**src/rtl/clkdiv_sync_pkg.sv**
```systemverilog
// Shared widths and the configuration record of the divider.
// Assumes the ratio range 1..8, so N-1 fits in three bits.
package clkdiv_sync_pkg;
    localparam int unsigned RATIO_W = 3;

    typedef struct packed {
        logic [RATIO_W-1:0] ratio_m1;
        logic               sync_en;
        logic               sync_once;
        logic               dcs_req;
    } div_cfg_t;
endpackage

```
**src/rtl/clkdiv_sync_edge.sv**
```systemverilog
// Brings the asynchronous strobe into the clock domain through STAGES
// flops and flags each rising edge for one cycle.
// Assumes the strobe stays high for at least one clock cycle.
module clkdiv_sync_edge #(
    parameter int unsigned STAGES = 2
) (
    input  logic clk,
    input  logic rst_n,
    input  logic sync_in,
    output logic sync_evt
);
    logic [STAGES-1:0] chain;
    logic              last_q;

    // First stage samples the raw strobe.
    always_ff @(posedge clk) begin
        if (!rst_n) chain[0] <= 1'b0;
        else        chain[0] <= sync_in;
    end

    // Remaining synchronizer stages.
    for (genvar g = 1; g < STAGES; g++) begin : g_stage
        always_ff @(posedge clk) begin
            if (!rst_n) chain[g] <= 1'b0;
            else        chain[g] <= chain[g-1];
        end
    end

    // Previous synchronized value, used for edge detection.
    always_ff @(posedge clk) begin
        if (!rst_n) last_q <= 1'b0;
        else        last_q <= chain[STAGES-1];
    end

    assign sync_evt = chain[STAGES-1] & ~last_q;
endmodule

```
**src/rtl/clkdiv_cfg.sv**
```systemverilog
// Holds the configuration record and decides whether a strobe event is
// accepted, following the disabled, every-edge and one-shot policies.
// Assumes a write and an event in the same cycle: the write wins the arm state.
module clkdiv_cfg
    import clkdiv_sync_pkg::*;
(
    input  logic     clk,
    input  logic     rst_n,
    input  logic     cfg_we,
    input  div_cfg_t cfg_d,
    input  logic     sync_evt,
    output div_cfg_t cfg_q,
    output logic     accept,
    output logic     armed,
    output logic     seen
);
    // Configuration storage, loaded on each write strobe.
    always_ff @(posedge clk) begin
        if (!rst_n)      cfg_q <= '0;
        else if (cfg_we) cfg_q <= cfg_d;
    end

    // Arm on write, disarm and mark seen on a one-shot acceptance.
    always_ff @(posedge clk) begin
        if (!rst_n) begin
            armed <= 1'b0;
            seen  <= 1'b0;
        end else if (cfg_we) begin
            armed <= 1'b1;
            seen  <= 1'b0;
        end else if (accept && cfg_q.sync_once) begin
            armed <= 1'b0;
            seen  <= 1'b1;
        end
    end

    // Acceptance policy.
    always_comb begin
        accept = sync_evt && cfg_q.sync_en && (!cfg_q.sync_once || armed);
    end
endmodule

```
**src/rtl/clkdiv_core.sv**
```systemverilog
// Phase counter of the divider. It holds the running ratio, loads a
// pending ratio only at a wrap or a restart, and decodes the enable
// pulse and the divided waveform.
// Assumes pend_m1 may change at any time; only wraps sample it.
module clkdiv_core #(
    parameter int unsigned W = 3
) (
    input  logic         clk,
    input  logic         rst_n,
    input  logic [W-1:0] pend_m1,
    input  logic         restart,
    output logic         ce,
    output logic         div,
    output logic [W-1:0] act_m1,
    output logic [W-1:0] cnt
);
    logic         wrap;
    logic [W:0]   half;

    // Phase counter and running ratio.
    always_ff @(posedge clk) begin
        if (!rst_n) begin
            cnt    <= '0;
            act_m1 <= '0;
        end else if (restart || wrap) begin
            cnt    <= '0;
            act_m1 <= pend_m1;
        end else begin
            cnt    <= cnt + 1'b1;
        end
    end

    // Output decode from the running state.
    always_comb begin
        wrap = (cnt == act_m1);
        half = ({1'b0, act_m1} + 1'b1) >> 1;
        ce   = wrap;
        div  = ({1'b0, cnt} < half);
    end
endmodule

```
**src/rtl/clkdiv_sync.sv**
```systemverilog
// Top of the realignable integer clock divider: strobe synchronizer,
// configuration and acceptance logic, phase counter, stabilizer flag.
// Assumes one clock domain; sync_in may be asynchronous.
module clkdiv_sync
    import clkdiv_sync_pkg::*;
#(
    parameter int unsigned SYNC_STAGES = 2
) (
    input  logic               clk,
    input  logic               rst_n,
    input  logic               cfg_we,
    input  logic [RATIO_W-1:0] cfg_ratio_m1,
    input  logic               cfg_sync_en,
    input  logic               cfg_sync_once,
    input  logic               cfg_dcs_req,
    input  logic               sync_in,
    output logic               ce_out,
    output logic               div_out,
    output logic               dcs_en,
    output logic               sync_seen
);
    div_cfg_t           cfg_d;
    div_cfg_t           cfg_q;
    logic               sync_evt;
    logic               accept;
    logic               armed;
    logic [RATIO_W-1:0] act_m1;
    logic [RATIO_W-1:0] cnt;

    // Pack the configuration fields.
    always_comb begin
        cfg_d = '{ratio_m1: cfg_ratio_m1, sync_en: cfg_sync_en,
                  sync_once: cfg_sync_once, dcs_req: cfg_dcs_req};
    end

    clkdiv_sync_edge #(.STAGES(SYNC_STAGES)) u_edge (
        .clk(clk), .rst_n(rst_n), .sync_in(sync_in), .sync_evt(sync_evt)
    );

    clkdiv_cfg u_cfg (
        .clk(clk), .rst_n(rst_n), .cfg_we(cfg_we), .cfg_d(cfg_d),
        .sync_evt(sync_evt), .cfg_q(cfg_q), .accept(accept),
        .armed(armed), .seen(sync_seen)
    );

    clkdiv_core #(.W(RATIO_W)) u_core (
        .clk(clk), .rst_n(rst_n), .pend_m1(cfg_q.ratio_m1),
        .restart(accept), .ce(ce_out), .div(div_out),
        .act_m1(act_m1), .cnt(cnt)
    );

    // Stabilizer flag: forced for any running ratio above one.
    always_comb begin
        dcs_en = cfg_q.dcs_req || (act_m1 != '0);
    end
endmodule

```
**config.mk**
```make
export PLATFORM = sky130hd
export DESIGN_NAME = clkdiv_sync
export DESIGN_NICKNAME = d
export VERILOG_FILES = /design/src/rtl/clkdiv_sync_pkg.sv /design/src/rtl/clkdiv_sync_edge.sv /design/src/rtl/clkdiv_cfg.sv /design/src/rtl/clkdiv_core.sv /design/src/rtl/clkdiv_sync.sv
export SDC_FILE = /design/constraint.sdc
export NUM_CORES = 1
export LEC_CHECK = 0
export BUFFER_PORTS_ARGS = -buffer_cell sky130_fd_sc_hd__buf_2
export CORE_UTILIZATION = 50
export CTS_BUF_LIST = sky130_fd_sc_hd__clkbuf_4 sky130_fd_sc_hd__clkbuf_8
export DETAILED_ROUTE_END_ITERATION = 8
export HOLD_SLACK_MARGIN = 0.06
export PLACE_DENSITY = 0.81
export SYNTH_ARGS = -nofsm -noshare
export SYNTH_HDL_FRONTEND = slang
export SYNTH_SLANG_ARGS = --single-unit
```
**constraint.sdc**
```tcl
create_clock -name clk -period 1.3 [get_ports clk]
set_input_delay 0.26 -clock clk [delete_from_list [all_inputs] [get_ports clk]]
set_output_delay 0.26 -clock clk [all_outputs]
set_load 0.05 [all_outputs]
```
==> key figures, run 1 <==
Place
  – Place WS: -0.3823 ns
  – Post-DP HPWL: 956.4 microns
  – Final GP Congestion: 0.6910
  – Input/output buffers: 13
  – Placed cells: 106

Timing
  – Hold Violations, Final: 0
  – Setup Viol. Count Final: 5
  – Tcrit/Tclk final: 148.6%
  – Unrepaired setup endpoints after global routing: true
  – Max transition margin: 75.00%
  – Max-slew violations: 0
  – Max Freq: 0.5177 GHz
  – Post-route minimum period: 1.932 ns
  – Setup WS post-layout: -0.6316 ns
  – Final TNS setup: -1.155 ns
  – Skew final: 0.007296 ns
  – Slew @ Worst Pin: 0.3730 ns

Final layout
  – Layout Cells excl Fill: 112
  – Post-layout util: 76.65%
  – Share of layout cells above drive strength 1: 47.42%
  – Nets: 113
  – Area of the multi-input gates: 499.2 sq um
  – Area delta synth->final: 34.87%
  – # fillers: 96
  – N_diodes: 0
  – Register area: 349.1 sq um

Logic synthesis
  – Register area share after synthesis: 43.31%
  – YS warnings: 0
  – #FFs+latches synth: 17
  – Synth top area share: 43.31%
  – Asr flop ratio synth: 0%
  – Ys flop type: dfxtp_1
  – Number of synthesized flops with an enable pin: 0
  – Syn nets: 90
  – Yosys cell types: 24
  – Cell Area, Synth: 785.8 sq um
  – Synth top area cells: dfxtp_1, mux2i_1, ha_1
  – Post-synth top area cell: dfxtp_1
  – Cells after synthesis: 75
  – Avg Cell Area, Syn: 10.48 sq um

CTS
  – Clock Latency Late Sink: 0.29 ns
  – Clock buffer count from CTS: 3
  – Worst-path clk slew: 0.11 ns
  – Hold buffers post-CTS: 0
  – H-tree levels: 1
  – Longest Clk Path Bufs: 2
  – Root Driver: clkbuf_4
  – CTS tree: built
  – Clock Sinks: 17

Global routing
  – Number of global-route vias before repair: 545
  – Initial antenna violation count: 0
  – Gr usage total: 17.40%
  – Largest net degree at the start of global routing: 21
  – First-pass GRT wire length: 2.221 mm
  – Grt ovf: 0

Detailed routing
  – DR pass1 iterations: 1
  – Post-DR vias/cell: 5.045
  – 1st-iter DRT viols: 0
  – DRC: 0
  – Final WL: 1.326 mm
  – Routed len/inst: 11.84 microns
  – Routed Antenna Nets: 0
  – Via count: 565

Outcome
  – Status: finished with violations
  – Failing checks: setup timing

Worst setup path
  – CP max stage delay: 0.34 ns
  – CP Cell Sequence: ha_2 > xnor2_1 > ha_1 > a21o_1 > a21oi_4 > buf_6
  – Crit end category: primary output
  – Data arrival, critical path: 1.67 ns
  – Slowest CP cell: dfxtp_2
  – Req. time, crit path: 1.04 ns
  – Critical Path Fanout Max: 2
  – Worst Setup Start Kind: register
  – Reg2reg setup slack: -0.02 ns
  – Crit Path Class: register to primary output

Job
  – Max Cap Viol: 0

Worst hold path
  – HP Class: primary input to register

Power
  – Max IR drop VDD: 0.8261 mV
  – Leak Pwr: 0.4671 nW
  – PwrDens: 1551 nW/um^2
  – Tot Pwr: 1.644 mW

Floorplanning
  – Die Y: 41.64 microns
  – Die width: 41.64 microns
  – Die ar.: 1734 sq um
  – Core area: 1383 sq um
  – Number of core rows: 13
  – Initial Utilization: 56.83%
  – IO Count: 14
-- metal layers --
layer	GRT usage [%]	part of all wire [%]	up-vias
met5	0	0	-
met4	7.742	1.4	0
met3	6.522	3.9	2
met2	29.38	52	13
met1	19.28	43	257
li1	-	-	293
-- layout make-up --
cell class,instances,area share [%]
Inverter,2,0.7084
Timing Repair Buffer,21,14.64
Sequential cell,17,32.94
Clock inverter,1,0.7084
Clock buffer,3,2.125
Tap cell,15,1.771
Multi-Input combinational cell,53,47.11
-- synthesized netlist by cell type (2+ instances only) --
library cell,count
clkbuf_1,2
and2_1,3
nor2b_1,7
inv_1,2
and3_1,2
xor2_1,4
a21oi_1,3
nand2_1,8
ha_1,5
dfxtp_1,17
mux2i_1,9
-- per-stage QoR --
step | cell area (sq um) | hold WS [ns]
2_1_floorplan | 812.0 | 0.3873
3_3_place_gp | 925.9 | 0.4146
3_5_place_dp | 925.9 | 0.4273
4_1_cts | 1013 | 0.1576
5_1_grt | 1060 | 0.1545
6_report | 1060 | 0.1633
-- critical path, delay by kind of cell (launching register included) --
kind                       cells  cell delay (ns)
AOI/OAI and AO/OA              2             0.30
xor gates and xnor gates       1             0.12
adders and majority gates      2             0.45
buffers and inverters          1             0.17
DFF                            1             0.34
-- worst paths after layout --
kind	startpoint	to	cells after the start
max	u_core.act_m1[0]	div_out	6
min	sync_in	u_edge.chain[0]	2
max reg2reg	u_core.act_m1[2]	u_core.cnt[1]	6
min reg2reg	u_edge.chain[0]	u_edge.chain[1]	1
-- cells in the final DEF, fill, tap and decap left out, types with 2 or more instances in the layout --
cell type,Yosys,routed
mux2i_1,9,9
buf_6,0,6
nor2b_1,7,7
ha_1,5,4
inv_1,2,2
clkbuf_4,0,3
dfxtp_2,0,7
nand2_1,8,8
buf_2,0,10
dfxtp_1,17,10
xor2_4,0,2
and2_1,3,3
and3_4,0,2
buf_4,1,5
-- logic make-up (layout without fill, tap and decap cells) --
family                   after synthesis  in the layout  synth area share, %
flip-flops                            17             17                43.31
AO/OA/AOI/OAI                          4              4                2.866
buffers and inverters                  5             27                2.867
XOR/XNOR                               5              5                5.573
multiplexers                           9              9                11.47
AND/OR/NAND/NOR                       30             30                25.95
adder cells (fa/ha/maj)                5              5                7.962
-- flip-flops by register name (all words and copies together), names as in the netlist --
name and flops:
u_core.cnt 3, u_cfg.cfg_q 6, u_cfg.armed 1, u_cfg.seen 1, u_edge.chain 2, u_core.act_m1 3
u_edge.last_q 1
-- power breakdown --
part / switching [mW] / internal, mW
Sequential: 0.0344 / 0.568
Clock: 0.173 / 0.117
Combinational: 0.395 / 0.357
-- timing repair --
item                       CTS  global route
resized for setup           13             8
buffers inserted             0             3
setup endpoints to repair    8             9
pin swaps                    2             2
Power figures use the tool's default switching activity.
==> inputs of run 2 (changes only) <==
--- a/config.mk
+++ b/config.mk
@@ -5,12 +5,12 @@
 export SDC_FILE = /design/constraint.sdc
 export NUM_CORES = 1
 export LEC_CHECK = 0
-export BUFFER_PORTS_ARGS = -buffer_cell sky130_fd_sc_hd__buf_2
-export CORE_UTILIZATION = 50
+export CORE_UTILIZATION = 54
 export CTS_BUF_LIST = sky130_fd_sc_hd__clkbuf_4 sky130_fd_sc_hd__clkbuf_8
 export DETAILED_ROUTE_END_ITERATION = 8
+export DONT_BUFFER_PORTS = 1
 export HOLD_SLACK_MARGIN = 0.06
-export PLACE_DENSITY = 0.81
+export PLACE_DENSITY = 0.78
 export SYNTH_ARGS = -nofsm -noshare
 export SYNTH_HDL_FRONTEND = slang
 export SYNTH_SLANG_ARGS = --single-unit
==> run 2 against run 1 <==
Compared with the run above: the flow still finishes with violations (setup timing); sequential cell count unchanged; clock skew down 0.0018 ns; largest power group unchanged; count of clock-buffer cells in the layout up 1; critical path depth unchanged; sequential share of layout area up 0.55 points; die area down 7.1%; register-to-register slack worse by 0.12 ns; final cell count down 6.3%; critical path type unchanged; via count down 0.53%; fmax up 1.4%.
==> key figures, run 2 (synthesis gave the netlist of run 1 again) <==
Timing
  – Tcrit/Tclk final: 146.6% (-2.0 points)
  – Skew final: 0.005456 ns (-0.001840 ns)
  – Slew @ Worst Pin: 0.3597 ns (-0.01326 ns)
  – Max Freq: 0.5249 GHz (+1.4%)
  – Hold_ws: 0.09663 ns (-0.06664 ns)
  – Unrepaired setup endpoints after global routing: true
  – Max-slew violations: 0 (unchanged)
  – Setup WS post-layout: -0.6052 ns (+0.02637 ns)
  – Post-route minimum period: 1.905 ns (-0.02637 ns)
  – Max transition margin: 75.89% (+0.89 points)
  – Setup Viol. Count Final: 9 (+4)
  – Hold Violations, Final: 0 (unchanged)

Final layout
  – Share of layout cells above drive strength 1: 41.11% (-6.3 points)
  – Nets: 106 (-6.2%)
  – Post-layout util: 77.58% (+0.93 points)
  – Register with the most flip-flops: u_cfg.cfg_q
  – Most frequent cells in the layout: dfxtp_1, mux2i_1, nor2b_1, nand2_1, buf_4
  – # fillers: 94 (-2.1%)
  – Commonest non-fill, non-tap cell in the layout: dfxtp_1
  – N_diodes: 0 (unchanged)
  – Area delta synth->final: 31.69%
  – Largest registers: u_cfg.cfg_q (6), u_core.act_m1 (3), u_core.cnt (3)
  – Max FFs per register: 6 (unchanged)

Detailed routing
  – DRC: 0 (unchanged)
  – DR pass1 iterations: 4 (+3)
  – Routed len/inst: 12.93 microns (+9.2%)
  – Via count: 562 (-0.53%)
  – Final WL: 1.358 mm (+2.4%)
  – 1st-iter DRT viols: 7 (+7)
  – Post-DR vias/cell: 5.352 (+6.1%)
  – Routed Antenna Nets: 0 (unchanged)

Worst setup path
  – Crit Path Class: register to primary output
  – Critical Path Fanout Max: 2 (unchanged)
  – Data arrival, critical path: 1.65 ns (-0.02 ns)
  – Worst Setup Start Kind: register
  – Reg2reg setup slack: -0.14 ns (-0.12 ns)
  – Req. time, crit path: 1.04 ns (about the same)
  – Crit end category: primary output

Global routing
  – Gr usage total: 16.24% (-1.2 points)
  – Grt ovf: 0 (unchanged)
  – Largest net degree at the start of global routing: 21 (unchanged)
  – Number of global-route vias before repair: 444 (-19%)
  – Initial antenna violation count: 0 (unchanged)
  – First-pass GRT wire length: 1.704 mm (-23%)

Floorplanning
  – Die ar.: 1612 sq um (-7.1%)
  – IO Count: 14 (unchanged)
  – Core area: 1334 sq um (-3.5%)
  – Initial Utilization: 58.91% (+2.1 points)
  – Die Y: 40.15 microns (-3.6%)
  – Number of core rows: 13 (unchanged)
  – Die width: 40.15 microns (-3.6%)

Power
  – Max IR drop VDD: 1.115 mV (+35%)
  – PwrDens: 1652 nW/um^2 (+6.5%)
  – Leak Pwr: 0.4511 nW (-3.4%)

CTS
  – Root Driver: clkbuf_4
  – Clock Latency Late Sink: 0.28 ns (about the same)
  – Clock buffer count from CTS: 3 (unchanged)
  – CTS tree: built
  – Longest Clk Path Bufs: 2 (unchanged)
  – Clock Sinks: 17 (unchanged)
  – Worst-path clk slew: 0.09 ns (-0.02 ns)
  – H-tree levels: 1 (unchanged)

Job
  – Max Cap Viol: 0 (unchanged)

Outcome
  – Status: finished with violations
  – Failing checks: setup timing

Place
  – Final GP Congestion: 0.6728 (-2.6%)
  – Input/output buffers: 0 (-13)
  – Post-DP HPWL: 897.1 microns (-6.2%)

Worst hold path
  – HP Class: primary input to register
## run 2: routing by layer
metal  vias up  track usage (%)  share of wire (%)
met5         -                0                  0
met4         0            7.759                1.2
met3         2            5.556                4.3
met2        14            26.21                 47
met1       268            19.10                 47
li1        278                -                  -
## run 2: what timing repair did
item / 4_1_cts / 5_1_grt
hold buffers: 1 / 0
pin swaps: 1 / 6
setup endpoints to repair: 6 / 10
hold endpoints to repair: 1 / 0
resized for setup: 2 / 10
setup buffers: 1 / 2
## run 2: worst max-delay path, cell delays in order, from the launching register on
cell and delay (ns):
dfxtp_2 0.33, ha_2 0.17, xnor2_1 0.12, ha_1 0.27, a21o_1 0.18, a21oi_4 0.15, buf_12 0.15
## run 2: per-stage QoR
step	setup TNS (ns)	total power [mW]	instances	area (sq um)	setup WS, ns
global route	-2.297	1.792	105	1035	-0.6892
CTS	-1.489	1.677	103	982.2	-0.6202
detailed placement	-0.4332	1.335	97	928.4	-0.3016
finish	-1.837	1.710	105	1035	-0.6052
global placement	-0.3422	1.314	97	928.4	-0.2827
floorplan	-1.126	1.048	75	812.0	-0.3414
## run 2: area by class of cell
class / instances / area, sq um / area share [%]
inverter: 2 / 7.507 / 0.7255
sequential: 17 / 346.6 / 33.49
multi-input combinational: 53 / 475.5 / 45.95
timing repair buffer: 14 / 156.4 / 15.11
tap: 15 / 18.77 / 1.814
clock buffer: 4 / 30.03 / 2.902
## run 2: power by group
group,switching (mW),internal (mW)
sequential,0.0352,0.567
clock,0.149,0.140
combinational,0.389,0.430
## run 2: final timing paths
| kind | from | to | cells past startpoint |
|---|---|---|---|
| hold / removal | rst_n | u_edge.chain[0] | 1 |
| setup reg to reg | u_core.act_m1[1] | u_core.cnt[1] | 7 |
| setup / recovery | u_core.act_m1[0] | div_out | 6 |
| hold reg to reg | u_edge.chain[0] | u_edge.chain[1] | 1 |
